$ cat config.mk
export PLATFORM = sky130hd
export DESIGN_NAME = tmx_port
export DESIGN_NICKNAME = d
export VERILOG_FILES = /design/src/rtl/tmx_pkg.sv /design/src/rtl/tmx_slot_seq.sv /design/src/rtl/tmx_sched_mem.sv /design/src/rtl/tmx_line_drv.sv /design/src/rtl/tmx_capture.sv /design/src/rtl/tmx_port.sv
export SDC_FILE = /design/constraint.sdc
export NUM_CORES = 1
export LEC_CHECK = 0
export BUFFER_PORTS_ARGS = -buffer_cell sky130_fd_sc_hd__buf_2
export CELL_PAD_IN_SITES_DETAIL_PLACEMENT = 1
export CELL_PAD_IN_SITES_GLOBAL_PLACEMENT = 1
export CORE_ASPECT_RATIO = 1.2
export CORE_MARGIN = 3
export CORE_UTILIZATION = 53
export CTS_CLUSTER_DIAMETER = 150
export DETAILED_ROUTE_END_ITERATION = 16
export MAX_ROUTING_LAYER = met4
export PLACE_DENSITY = 0.88
export SETUP_SLACK_MARGIN = 0.2
export SLEW_MARGIN = 5
export SYNTH_ARGS = -nofsm -noshare
export SYNTH_HDL_FRONTEND = slang
export SYNTH_SLANG_ARGS = --single-unit
$ cat constraint.sdc
create_clock -name clk -period 4.73 [get_ports clk]
set_input_delay 0.946 -clock clk [delete_from_list [all_inputs] [get_ports clk]]
set_output_delay 0.946 -clock clk [all_outputs]
set_load 0.005 [all_outputs]
$ cat src/rtl/tmx_pkg.sv
package tmx_pkg;
  typedef enum logic {
    PH_A = 1'b0,
    PH_B = 1'b1
  } phase_t;
endpackage

$ cat src/rtl/tmx_slot_seq.sv
module tmx_slot_seq
  import tmx_pkg::*;
#(
  parameter int SLOT_W = 4
) (
  input  logic              clk,
  input  logic              rst,
  input  logic              tick,
  input  logic [SLOT_W-1:0] last_slot,
  output logic [SLOT_W-1:0] slot_q,
  output phase_t            phase_q,
  output logic              active_q,
  output logic [SLOT_W-1:0] rd_slot
);
  logic [SLOT_W-1:0] te_q, n_te, n_slot;
  phase_t            n_phase;
  logic              n_active;

  always_comb begin
    n_te     = te_q;
    n_slot   = slot_q;
    n_phase  = phase_q;
    n_active = active_q;
    if (tick) begin
      n_te     = last_slot;
      n_slot   = '0;
      n_phase  = PH_A;
      n_active = 1'b1;
    end else if (active_q) begin
      if (phase_q == PH_A) begin
        n_phase = PH_B;
      end else begin
        n_phase = PH_A;
        if (slot_q >= te_q) n_active = 1'b0;
        else                n_slot   = slot_q + 1'b1;
      end
    end
  end

  assign rd_slot = n_slot;

  always_ff @(posedge clk) begin
    if (rst) begin
      te_q     <= '0;
      slot_q   <= '0;
      phase_q  <= PH_A;
      active_q <= 1'b0;
    end else begin
      te_q     <= n_te;
      slot_q   <= n_slot;
      phase_q  <= n_phase;
      active_q <= n_active;
    end
  end

  // a tick always restarts at slot 0, first half
  a_r2_restart: assert property (@(posedge clk) disable iff (rst)
    tick |=> (active_q && slot_q == '0 && phase_q == PH_A));

  // the first half of a slot is followed by its second half
  a_r3_two_cycle: assert property (@(posedge clk) disable iff (rst)
    (active_q && phase_q == PH_A && !tick) |=> (active_q && phase_q == PH_B && $stable(slot_q)));

  // never past the latched last slot
  a_r5_within_te: assert property (@(posedge clk) disable iff (rst)
    active_q |-> (slot_q <= te_q));
endmodule

$ cat src/rtl/tmx_sched_mem.sv
module tmx_sched_mem #(
  parameter int DEPTH  = 16,
  parameter int WIDTH  = 32,
  localparam int AW    = $clog2(DEPTH)
) (
  input  logic             clk,
  input  logic             we,
  input  logic [AW-1:0]    waddr,
  input  logic [WIDTH-1:0] wdata,
  input  logic [AW-1:0]    raddr,
  output logic [WIDTH-1:0] rdata
);
  logic [WIDTH-1:0] mem [DEPTH];

  // plain synchronous write, registered read (block-RAM shape)
  always_ff @(posedge clk) begin
    if (we) mem[waddr] <= wdata;
    rdata <= mem[raddr];
  end
endmodule

$ cat src/rtl/tmx_line_drv.sv
module tmx_line_drv #(
  parameter int LINES = 4,
  parameter int NLOC  = 8,
  parameter int NREM  = 8,
  localparam int SRC_W = $clog2(NLOC),
  localparam int DST_W = $clog2(NREM),
  localparam int LF    = 2 + SRC_W + DST_W,
  localparam int ENT_W = LINES * LF
) (
  input  logic             clk,
  input  logic             rst,
  input  logic             active,
  input  logic [ENT_W-1:0] ent,
  input  logic [NLOC-1:0]  local_sig,
  output logic [LINES-1:0] line_out,
  output logic [LINES-1:0] line_oe
);
  for (genvar l = 0; l < LINES; l++) begin : g_line
    logic             drv;
    logic [SRC_W-1:0] src;
    assign drv = ent[l*LF + LF - 1];
    assign src = ent[l*LF + DST_W + 1 +: SRC_W];

    // released unless scheduled; the source is resampled every micro-cycle
    always_ff @(posedge clk) begin
      if (rst) begin
        line_oe[l]  <= 1'b0;
        line_out[l] <= 1'b0;
      end else begin
        line_oe[l]  <= active & drv;
        line_out[l] <= active & drv & local_sig[src];
      end
    end
  end
endmodule

$ cat src/rtl/tmx_capture.sv
module tmx_capture
  import tmx_pkg::*;
#(
  parameter int LINES = 4,
  parameter int NLOC  = 8,
  parameter int NREM  = 8,
  localparam int SRC_W = $clog2(NLOC),
  localparam int DST_W = $clog2(NREM),
  localparam int LF    = 2 + SRC_W + DST_W,
  localparam int ENT_W = LINES * LF
) (
  input  logic             clk,
  input  logic             rst,
  input  logic             active,
  input  phase_t           phase,
  input  logic [ENT_W-1:0] ent,
  input  logic [LINES-1:0] line_in,
  output logic [NREM-1:0]  remote_q
);
  logic [ENT_W-1:0] ent_d;
  phase_t           ph_d;
  logic             act_d;
  logic             cap_now;

  assign cap_now = act_d && (ph_d == PH_B);

  always_ff @(posedge clk) begin
    if (rst) begin
      ent_d    <= '0;
      ph_d     <= PH_A;
      act_d    <= 1'b0;
      remote_q <= '0;
    end else begin
      ent_d <= ent;
      ph_d  <= phase;
      act_d <= active;
      if (cap_now) begin
        // ascending loop, so the highest line takes a shared destination
        for (int l = 0; l < LINES; l++) begin
          if (ent_d[l*LF + DST_W])
            remote_q[ent_d[l*LF +: DST_W]] <= line_in[l];
        end
      end
    end
  end

  // outside capture cycles, captured values hold
  a_r8_hold: assert property (@(posedge clk) disable iff (rst)
    !cap_now |=> $stable(remote_q));
endmodule

$ cat src/rtl/tmx_port.sv
module tmx_port
  import tmx_pkg::*;
#(
  parameter int LINES     = 4,
  parameter int NLOC      = 8,
  parameter int NREM      = 8,
  parameter int MAX_SLOTS = 16,
  localparam int SLOT_W   = $clog2(MAX_SLOTS),
  localparam int SRC_W    = $clog2(NLOC),
  localparam int DST_W    = $clog2(NREM),
  localparam int LF       = 2 + SRC_W + DST_W,
  localparam int ENT_W    = LINES * LF
) (
  input  logic              clk,
  input  logic              rst,
  input  logic              emu_tick,
  input  logic [SLOT_W-1:0] last_slot,
  input  logic              sched_we,
  input  logic [SLOT_W-1:0] sched_addr,
  input  logic [ENT_W-1:0]  sched_wdata,
  input  logic [NLOC-1:0]   local_sig,
  input  logic [LINES-1:0]  line_in,
  output logic [LINES-1:0]  line_out,
  output logic [LINES-1:0]  line_oe,
  output logic [NREM-1:0]   remote_q
);
  logic [SLOT_W-1:0] slot_q, rd_slot;
  phase_t            phase_q;
  logic              act_q;
  logic [ENT_W-1:0]  ent_q;

  tmx_slot_seq #(.SLOT_W(SLOT_W)) u_seq (
    .clk(clk), .rst(rst), .tick(emu_tick), .last_slot(last_slot),
    .slot_q(slot_q), .phase_q(phase_q), .active_q(act_q), .rd_slot(rd_slot)
  );

  tmx_sched_mem #(.DEPTH(MAX_SLOTS), .WIDTH(ENT_W)) u_mem (
    .clk(clk), .we(sched_we), .waddr(sched_addr), .wdata(sched_wdata),
    .raddr(rd_slot), .rdata(ent_q)
  );

  tmx_line_drv #(.LINES(LINES), .NLOC(NLOC), .NREM(NREM)) u_drv (
    .clk(clk), .rst(rst), .active(act_q), .ent(ent_q),
    .local_sig(local_sig), .line_out(line_out), .line_oe(line_oe)
  );

  tmx_capture #(.LINES(LINES), .NLOC(NLOC), .NREM(NREM)) u_cap (
    .clk(clk), .rst(rst), .active(act_q), .phase(phase_q), .ent(ent_q),
    .line_in(line_in), .remote_q(remote_q)
  );

  // an idle sequencer leaves every line released in the next cycle
  a_r5_idle_release: assert property (@(posedge clk) disable iff (rst)
    !act_q |=> (line_oe == '0));

  // reset leaves the lines released and the capture registers clear
  a_r1_reset: assert property (@(posedge clk)
    rst |=> (line_oe == '0 && remote_q == '0));
endmodule

==> summary.md, run 1 <==
| Metric | Value |
|---|---|
| Layout Nets | 1468 |
| Synth Area in Simple Gates | 4.680% |
| #FFs+latches synth | 588 |
| LEAKAGE | 0.009290 µW |
| Req. time, crit path | 5220 ps |
| Asr flop ratio synth | 0% |
| Peak VDD IR | 0.3147 mV |
| Synth Area in Compound Gates | 10.96% |
| DP Wirelength | 35.63 mm |
| Hold Buf Count CTS | 0 |
| Antenna violations before repair | 12 |
| Syn_nets | 1387 |
| Design area | 25630 µm² |
| Routed Antenna Nets | 0 |
| Post-synth cell types | 56 |
| Fin. Hold Viols | 0 |
| Syn_area_per_cell | 17.08 µm² |
| Post-synth top flop | edfxtp_1 |
| Setup TNS | 0 ps |
| Cell family with most CP delay | compound AO/OA/AOI/OAI gates |
| Final Cycle Share | 80.38% |
| Placed cells | 1895 |
| Startpoint types | register |
| Sink Count | 588 |
| # H-tree levels | 2 |
| Top cell type's share of synthesized area | 67.90% |
| Register area share after synthesis | 74.62% |
| Post-synth EDFFs | 512 |
| Post-CTS setup buffer count | 0 |
| Crit-path cells | inv_1, ha_1, nor3b_2, o2111ai_1, or3_1, a21oi_4, buf_4, o211ai_1, and4_1 |
| Routed len/inst | 33.99 µm |
| Cell Pwr Density | 416.3 nW/µm² |
| Mux share of post-synthesis cell area | 7.416% |
| I/O Buffers | 71 |
| Worst Hold Class | reg -> reg |
| Largest net degree at the start of global routing | 70 |
| Max-cap violations | 0 |
| Worst setup slack after layout | 928.2 ps |
| Critical Setup Path Class | reg -> reg |
| DRC | 0 |
| Synth Area in Adders | 0.2763% |
| Overall fraction of global-route tracks in use | 30.87% |
| Die X | 194.7 µm |
| Synthesized area | 22640 µm² |
| Bufs on Longest Clock Path | 3 |
| Final min period | 3802 ps |
| Fmax | 263.0 MHz |
| Status | complete, no violations |
| Layout fillers | 3686 |
| Initial DRC Count | 1787 |
| Setup slack, reg-to-reg | 930 ps |
| Clock-pin slew on the worst setup and hold paths | 70 ps |
| Least-Margin Pin Slew | 1115 ps |
| Largest family of logic cells by synthesized area | compound AO/OA/AOI/OAI gates |
| Vias in the first global route | 14423 |
| Largest area contributor in the netlist | edfxtp_1 |
| Die area | 45250 µm² |
| TritonCTS clock tree | built |
| Xor/xnor share of the synthesized area | 0.1934% |
| CP max FO | 16 |
| Gpl congestion | 0.8500 |
| Share of cells above drive strength 1 | 18.10% |
| Synth Instances | 1326 |
| Fin cells | 2010 |
| Worst stage delay on the critical path | 710 ps |
| Fin Clk Skew | 22.98 ps |
| Die Y | 232.4 µm |
| Crit path buf inv count | 2 |
| Area growth syn-to-layout | 13.21% |
| Worst EP arrival | 4290 ps |
| RSZ-0062 raised after global routing | false |
| DR vias | 13761 |
| Core area | 41960 µm² |
| Initial Utilization | 53.96% |
| CTS buffer count | 56 |
| Final slew viol count | 0 |
| Slew Limit Headroom | 25.54% |
| Slowest cell on the critical path | a21oi_4 |
| Synth warnings | 0 |
| First-pass GRT wire length | 98.77 mm |
| Pre-antenna DRT Iters | 6 |
| Drt total wl | 68.31 mm |
| Crit path capture type | register |
| Site Rows | 82 |
| Vias per inst | 6.846 |
| Overflow left after global routing | 0 |
| Total power | 10670 µW |
| # IOs | 72 |
| Clock root buffer | clkbuf_16 |
| Place WS | 1210 ps |
| Ranking of synthesized cells by area | edfxtp_1, dfxtp_1, mux2i_1 |
| CTS resizes | 0 |
| Dpl cell area | 23760 µm² |
| Skew-Pair Late Insertion Delay | 630 ps |
| Finish-stage setup viols | 0 |
==> state kept, by name, indices dropped and copies added, names as in the netlist, 4 cells and up <==
register	flops
u_mem.rdata	32
u_cap.remote_q	8
u_cap.ent_d	16
u_mem.mem	512
u_seq.slot_q	4
u_seq.te_q	4
u_drv.line_oe	4
u_drv.line_out	4
==> layout by cell type (no fill, tap or decap), types with 6 or more instances in the layout <==
master	Yosys	final
a21oi_1	10	9
a22oi_1	129	129
and4_1	32	32
buf_2	17	71
buf_4	6	27
clkbuf_1	42	14
clkbuf_16	0	57
clkbuf_8	0	6
clkinv_2	0	12
dfxtp_1	76	76
diode_2	0	11
edfxtp_1	512	512
mux2i_1	143	142
mux4_2	8	8
nand2_1	25	25
nand3_1	9	9
nand4_1	6	6
nor2_1	27	15
nor2_4	0	12
nor2b_1	28	28
nor3_1	17	13
o211ai_1	98	98
o211ai_2	31	31
o21ai_0	20	20
==> where the power goes <==
group          switching, µW  internal, µW  leakage, µW
registers               55.2          5750      0.00526
logic                    215          78.5      0.00313
clock network           1990          2590     0.000908
==> metal layers <==
metal  vias to the layer above  wire length (µm)  global-route usage (%)
li1                       5590                 -                       -
met1                      7014             24800                   37.11
met2                       970             34320                   50.32
met3                       187              6256                   6.314
met4                         0              2937                   15.13
met5                         -                 0                       -
==> cells in the mapped netlist (5+ instances only) <==
master / count
nand3_1: 9
nor3_1: 17
a21oi_1: 10
mux4_2: 8
edfxtp_1: 512
o211ai_1: 98
and4_1: 32
nor2b_1: 28
buf_6: 6
clkbuf_1: 42
dfxtp_1: 76
o211ai_2: 31
nand2_1: 25
buf_2: 17
nand2b_1: 5
ha_1: 5
nand4_1: 6
nor2_1: 27
buf_4: 6
o21ai_0: 20
a22oi_1: 129
mux2i_1: 143
inv_1: 5
a32o_1: 5
==> cells by family after synthesis <==
group / Yosys count
flops: 588
compound gates: 313
simple gates: 175
mux: 156
buf+inv: 84
xor+xnor: 5
fa+ha+maj: 5
==> worst register-to-register path, cell delays in order, from the launching register on <==
cell and delay, ps:
dfxtp_1 550, inv_1 190, ha_1 350, nor3b_2 270
o2111ai_1 330, or3_1 500, a21oi_4 710, buf_4 380
o211ai_1 150, and4_1 250
==> stage by stage <==
stage          utilization [%]  hold WS (ps)
3_5_place_dp             56.63         426.3
2_1_floorplan                -         413.8
5_1_grt                  61.09         465.8
6_report                 61.09         439.1
4_1_cts                  61.02         441.4
3_3_place_gp             56.63         420.9
==> path summary, 6_finish.rpt <==
| check | start | endpoint | cells after the start |
|---|---|---|---|
| worst min register to register | u_mem.rdata[25] | u_cap.ent_d[25] | 1 |
| worst min-delay path | u_mem.rdata[25] | u_cap.ent_d[25] | 1 |
| worst max-delay path | u_seq.slot_q[0] | u_mem.rdata[23] | 9 |
| worst max register to register | u_seq.slot_q[0] | u_mem.rdata[23] | 9 |
==> area by class of cell <==
class | count | area [µm²] | share of cell area [%]
Multi-Input combinational cell | 654 | 5525 | 21.56
Inverter | 5 | 18.77 | 0.07322
Antenna cell | 11 | 27.53 | 0.1074
Clock buffer | 77 | 1562 | 6.092
Tap cell | 546 | 683.2 | 2.665
Sequential cell | 588 | 16900 | 65.92
Timing Repair Buffer | 102 | 638.1 | 2.489
Clock inverter | 27 | 282.8 | 1.103
No activity file was read; power rests on OpenSTA's default activity.
==> run 2: changes to the inputs <==
--- a/config.mk
+++ b/config.mk
@@ -10,11 +10,11 @@
 export CELL_PAD_IN_SITES_GLOBAL_PLACEMENT = 1
 export CORE_ASPECT_RATIO = 1.2
 export CORE_MARGIN = 3
-export CORE_UTILIZATION = 53
+export CORE_UTILIZATION = 48
 export CTS_CLUSTER_DIAMETER = 150
 export DETAILED_ROUTE_END_ITERATION = 16
 export MAX_ROUTING_LAYER = met4
-export PLACE_DENSITY = 0.88
+export PLACE_DENSITY = 0.84
 export SETUP_SLACK_MARGIN = 0.2
 export SLEW_MARGIN = 5
 export SYNTH_ARGS = -nofsm -noshare
==> constraint.sdc (replaced) <==
create_clock -name clk -period 3.2 [get_ports clk]
set_input_delay 0.64 -clock clk [delete_from_list [all_inputs] [get_ports clk]]
set_output_delay 0.64 -clock clk [all_outputs]
set_load 0.005 [all_outputs]
==> summary.md, run 2 (synthesis results as in run 1) <==
| Metric | Value |
|---|---|
| I/O Buffers | 71 (unchanged) |
| DR vias | 13265 (-3.6%) |
| Overall fraction of global-route tracks in use | 25.64% (-5.2 points) |
| Commonest non-fill, non-tap cell in the layout | edfxtp_1 |
| Skew-Pair Late Insertion Delay | 620 ps (about the same) |
| Initial Utilization | 48.94% (-5.0 points) |
| Final core occ | 56.96% (-4.1 points) |
| Layout fillers | 4214 (+14%) |
| Worst Hold Class | in -> reg |
| # H-tree levels | 2 (unchanged) |
| Place WS | 206.4 ps (-1004 ps) |
| Cell Pwr Density | 587.5 nW/µm² (+41%) |
| Setup TNS | 0 ps (unchanged) |
| Startpoint types | register |
| Site Rows | 86 (+4.9%) |
| Least-Margin Pin Slew | 790.1 ps (-324.4 ps) |
| Design area | 26360 µm² (+2.8%) |
| LEAKAGE | 0.009591 µW (+3.2%) |
| Crit-path cells | inv_1, ha_1, nor3b_4, o2111a_4, mux2i_4, buf_12, buf_12, mux2i_1, o211ai_1, and4_1 |
| TritonCTS clock tree | built |
| Dpl cell area | 24420 µm² (+2.8%) |
| Area growth syn-to-layout | 16.40% |
| Sink Count | 588 (unchanged) |
| Bufs on Longest Clock Path | 3 (unchanged) |
| Critical Setup Path Class | reg -> reg |
| Final min period | 2971 ps (-831.0 ps) |
| Clock-pin slew on the worst setup and hold paths | 70 ps (about the same) |
| Fin. Hold Viols | 0 (unchanged) |
| Slowest cell on the critical path | mux2i_4 |
| Most frequent cells in the layout | edfxtp_1, mux2i_1, a22oi_1, o211ai_1, dfxtp_1 |
| Worst setup slack after layout | 229.3 ps (-699.0 ps) |
| CTS buffer count | 54 (-3.6%) |
| Largest Register | u_mem.mem |
| Routed len/inst | 29.63 µm (-13%) |
| Clock root buffer | clkbuf_16 |
| Final slew viol count | 0 (unchanged) |
| Fmax | 336.6 MHz (+28%) |
| Crit path top cell by count | buf_12 |
| Initial DRC Count | 1462 (-18%) |
| Die Y | 243.9 µm (+5.0%) |
| Fin Clk Skew | 25.32 ps (+2.344 ps) |
| Final Cycle Share | 92.84% (+12 points) |
| CP max FO | 16 (unchanged) |
| Max-cap violations | 0 (unchanged) |
| Layout Nets | 1499 (+2.1%) |
| Worst EP arrival | 3470 ps (-820 ps) |
| Req. time, crit path | 3700 ps (-1520 ps) |
| Largest net degree at the start of global routing | 51 (-27%) |
| Pre-antenna DRT Iters | 7 (+1) |
| Drt total wl | 62.38 mm (-8.7%) |
| RSZ-0062 raised after global routing | false |
| Routed Antenna Nets | 0 (unchanged) |
| Total power | 15480 µW (+45%) |
| DP Wirelength | 34.37 mm (-3.5%) |
| Core area | 46270 µm² (+10%) |
| Die X | 204.3 µm (+4.9%) |
| Slew Limit Headroom | 47.22% (+22 points) |
| Vias per inst | 6.302 (-8.0%) |
| Gpl congestion | 0.8450 (-0.59%) |
| Status | complete, no violations |
| First-pass GRT wire length | 91.84 mm (-7.0%) |
| Hold Buf Count CTS | 0 (unchanged) |
| Vias in the first global route | 14001 (-2.9%) |
| Worst stage delay on the critical path | 360 ps (-350 ps) |
| Top flop regs | u_mem.mem: 512 flops, u_mem.rdata: 32 flops, u_cap.ent_d: 16 flops |
| DRC | 0 (unchanged) |
| Finish-stage setup viols | 0 (unchanged) |
| Max reg flops | 512 (unchanged) |
| Die area | 49830 µm² (+10%) |
| Crit path capture type | register |
| Overflow left after global routing | 0 (unchanged) |
| Antenna violations before repair | 7 (-5) |
| Peak VDD IR | 0.5390 mV (+71%) |
| # IOs | 72 (unchanged) |
| Share of cells above drive strength 1 | 19.42% (+1.3 points) |
==> run 2: cell types whose count changed in the layout (fill, tap and decap cells not counted), sizes merged <==
| cell | before | now |
|---|---|---|
| bufinv | 5 | 3 |
| clkinv | 17 | 18 |
| clkbuf | 77 | 79 |
| buf | 102 | 134 |
| inv | 8 | 6 |
| bufbuf | 0 | 1 |
| diode | 11 | 6 |
| clkinvlp | 2 | 0 |
==> run 2: final cells by class <==
| type | instances | area (µm²) | area share (%) |
|---|---|---|---|
| Antenna cell | 6 | 15.01 | 0.05697 |
| Sequential cell | 588 | 16900 | 64.11 |
| Clock inverter | 22 | 180.2 | 0.6836 |
| Inverter | 5 | 18.77 | 0.07121 |
| Tap cell | 616 | 770.7 | 2.924 |
| Clock buffer | 79 | 1599 | 6.067 |
| Timing Repair Buffer | 135 | 1315 | 4.990 |
| Multi-Input combinational cell | 654 | 5560 | 21.10 |
==> run 2: worst paths after layout <==
check | depth (start not counted) | start | endpoint | slack [ps]
max | 10 | u_seq.slot_q[0] | u_mem.rdata[18] | 230
min reg2reg | 1 | u_mem.rdata[31] | u_drv.line_oe[3] | 450
max reg2reg | 10 | u_seq.slot_q[0] | u_mem.rdata[18] | 230
min | 3 | last_slot[1] | u_seq.te_q[1] | 270
==> run 2: stage by stage <==
stage / instances / hold slack [ps]
after floorplan: 1326 / 413.8
after global routing: 2104 / 298.8
final: 2105 / 267.8
after global placement: 1989 / 418.2
after detailed placement: 1989 / 439.7
after CTS: 2094 / 253.0
==> run 2: metal layers <==
layer | vias up | GRT usage, % | wire, µm
met5 | - | - | 0
met4 | 0 | 8.220 | 1491
met3 | 95 | 3.421 | 4217
met2 | 633 | 42.82 | 32280
met1 | 6894 | 32.78 | 24380
li1 | 5643 | - | -
==> run 2: what timing repair did <==
item,4_1_cts,5_1_grt
cloned,1,0
gates resized for setup,0,3
pin swaps,1,3
setup buffers,3,5
setup endpoints to repair,5,22
==> run 2: report_power, final <==
part / switching, µW / internal [µW] / leakage, µW
Clock: 2790 / 3700 / 0.000877
Sequential: 72.2 / 8490 / 0.00526
Combinational: 305 / 128 / 0.00346
Total: 3170 / 12300 / 0.00959
==> run 2: worst max-delay path, delay by kind of cell (launching register included) <==
kind                       cells  cell delay [ps]
muxes                          2              670
buffers and inverters          3              530
and+or+nand+nor                2              500
AOI/OAI and AO/OA              2              470
DFF                            1              330
adders and majority gates      1              330
==> run 3: changes to the inputs <==
--- a/config.mk
+++ b/config.mk
@@ -13,7 +13,6 @@
 export CORE_UTILIZATION = 48
 export CTS_CLUSTER_DIAMETER = 150
 export DETAILED_ROUTE_END_ITERATION = 16
-export MAX_ROUTING_LAYER = met4
 export PLACE_DENSITY = 0.84
 export SETUP_SLACK_MARGIN = 0.2
 export SLEW_MARGIN = 5
==> summary.md, run 3 (synthesis results as in run 1) <==
| Metric | Value |
|---|---|
| Worst Hold Class | in -> reg |
| Initial DRC Count | 1352 (-7.5%) |
| Max-cap violations | 0 (unchanged) |
| Sink Count | 588 (unchanged) |
| Slew Limit Headroom | 48.73% (+1.5 points) |
| Antenna violations before repair | 7 (unchanged) |
| Die area | 49830 µm² (unchanged) |
| Routed len/inst | 29.56 µm (-0.26%) |
| Area occupied by multi-input gates | 5560 µm² (unchanged) |
| # IOs | 72 (unchanged) |
| Largest net degree at the start of global routing | 51 (unchanged) |
| Final Cycle Share | 92.88% (about the same) |
| DR vias | 13197 (-0.51%) |
| Cell family with most CP delay | multiplexers |
| Worst reg2reg startpoint | u_seq.slot_q[0] |
| Clock-pin slew on the worst setup and hold paths | 70 ps (about the same) |
| I/O Buffers | 71 (unchanged) |
| Worst stage delay on the critical path | 360 ps (about the same) |
| Max reg flops | 512 (unchanged) |
| Peak VDD IR | 0.5378 mV (-0.22%) |
| Crit path buf inv count | 3 (unchanged) |
| Pre-antenna DRT Iters | 6 (-1) |
| Routed Antenna Nets | 0 (unchanged) |
| Startpoint types | register |
| LEAKAGE | 0.009591 µW (unchanged) |
| Final slew viol count | 0 (unchanged) |
| Largest Register | u_mem.mem |
| Critical Setup Path Class | reg -> reg |
| Bufs on Longest Clock Path | 3 (unchanged) |
| Design area | 26350 µm² (about the same) |
| Initial Utilization | 48.94% (unchanged) |
| Fin Clk Skew | 28.02 ps (+2.699 ps) |
| Fmax | 336.5 MHz (about the same) |
| Setup TNS | 0 ps (unchanged) |
| Critical Path Start | u_seq.slot_q[0] |
| Least-Margin Pin Slew | 767.5 ps (-22.66 ps) |
| Final min period | 2972 ps (+1.368 ps) |
| WP depth | 10 (unchanged) |
| Vias in the first global route | 14065 (+0.46%) |
| Clock root buffer | clkbuf_16 |
| DRC | 0 (unchanged) |
| Most frequent cells in the layout | edfxtp_1, mux2i_1, a22oi_1, o211ai_1, dfxtp_1 |
| DP Wirelength | 34.37 mm (unchanged) |
| Slowest cell on the critical path | mux2i_4 |
| Crit path capture type | register |
| Crit-path cells | inv_1, ha_1, nor3b_4, o2111a_4, mux2i_4, buf_12, buf_12, mux2i_1, o211ai_1, and4_1 |
| # H-tree levels | 2 (unchanged) |
| Crit path capture | u_mem.rdata[18] |
| Commonest non-fill, non-tap cell in the layout | edfxtp_1 |
| Drt total wl | 62.18 mm (-0.31%) |
| Top flop regs | u_mem.mem: 512 flops, u_mem.rdata: 32 flops, u_cap.ent_d: 16 flops |
| Cell Pwr Density | 587.6 nW/µm² (about the same) |
| Share of cells above drive strength 1 | 19.42% (unchanged) |
| Die Y | 243.9 µm (unchanged) |
| RSZ-0062 raised after global routing | false |
| Crit path top cell by count | buf_12 |
| Site Rows | 86 (unchanged) |
| Gpl congestion | 0.8322 (-1.5%) |
| Req. time, crit path | 3690 ps (about the same) |
| CP max FO | 16 (unchanged) |
| Skew-Pair Late Insertion Delay | 610 ps (about the same) |
| First-pass GRT wire length | 91.89 mm (about the same) |
| Area growth syn-to-layout | 16.38% (about the same) |
| Overflow left after global routing | 0 (unchanged) |
| Layout fillers | 4211 (-0.071%) |
| CTS buffer count | 54 (unchanged) |
| Hold path start | last_slot[1] |
| Worst EP arrival | 3460 ps (about the same) |
| Core area | 46270 µm² (unchanged) |
| Vias per inst | 6.272 (-0.47%) |
| Worst r2r dst | u_mem.rdata[18] |
| Layout Nets | 1499 (unchanged) |
| FF+latch area | 16900 µm² (unchanged) |
| Status | complete, no violations |
| Hold Buf Count CTS | 0 (unchanged) |
| Fin. Hold Viols | 0 (unchanged) |
| Finish-stage setup viols | 0 (unchanged) |
| R2R depth | 10 (unchanged) |
| Worst Hold Depth | 3 (unchanged) |
| Overall fraction of global-route tracks in use | 24.89% (-0.76 points) |
| Setup slack, reg-to-reg | 230 ps (about the same) |
| Die X | 204.3 µm (unchanged) |
| Dpl cell area | 24420 µm² (unchanged) |
| TritonCTS clock tree | built |
==> run 3: how the worst min path moves through the flow <==
stage,endpoint
floorplan,u_cap.ent_d[0]
global placement,u_cap.ent_d[24]
detailed placement,u_drv.line_oe[3]
CTS,u_seq.te_q[0]
global route,u_seq.te_q[3]
finish,u_seq.te_q[1]
==> run 3: final cells by class <==
class	instances	share of cell area [%]
multi-input cells	654	21.10
inverters	5	0.07122
flip-flops and latches	588	64.12
clock inverters	22	0.6837
diodes	5	0.04748
clock buffers	79	6.068
well taps	616	2.925
repair buffers	135	4.990
==> run 3: metrics by stage <==
step | cells | total power (µW) | worst slack (ps) | hold slack (ps) | util (%)
4_1_cts | 2094 | 15550 | 276.1 | 253.0 | 56.76
6_report | 2104 | 15480 | 227.9 | 271.6 | 56.96
2_1_floorplan | 1326 | 8872 | 252.0 | 413.8 | -
3_5_place_dp | 1989 | 9143 | 206.4 | 439.7 | 52.77
5_1_grt | 2101 | 15900 | 161.9 | 298.8 | 56.94
3_3_place_gp | 1989 | 9096 | 386.9 | 418.2 | 52.77
==> run 3: worst reg2reg max path, delay by kind of cell (launching register included) <==
family / cells / cell delay [ps]
muxes: 2 / 680
buffers and inverters: 3 / 540
and+or+nand+nor: 2 / 500
AOI/OAI and AO/OA: 2 / 470
DFF: 1 / 330
adders and majority gates: 1 / 330
==> run 3: where the power goes <==
part,total [µW],switching (µW),internal [µW]
logic,431,303,128
registers,8560,72.2,8490
clock network,6490,2790,3700
total,15500,3170,12300
==> run 3: layer usage <==
metal | share of wire (%) | vias up | GRT usage (%)
met1 | 39 | 6850 | 32.54
met3 | 6.7 | 109 | 3.822
met4 | 2.7 | 2 | 8.544
met5 | 0.021 | - | 0
met2 | 51 | 596 | 42.59
li1 | - | 5640 | -
==> run 3: what timing repair did <==
item                       CTS  global route
pin swaps                    1             3
setup endpoints to repair    5            23
gates cloned                 1             0
buffers inserted             3             5
resized for setup            0             3
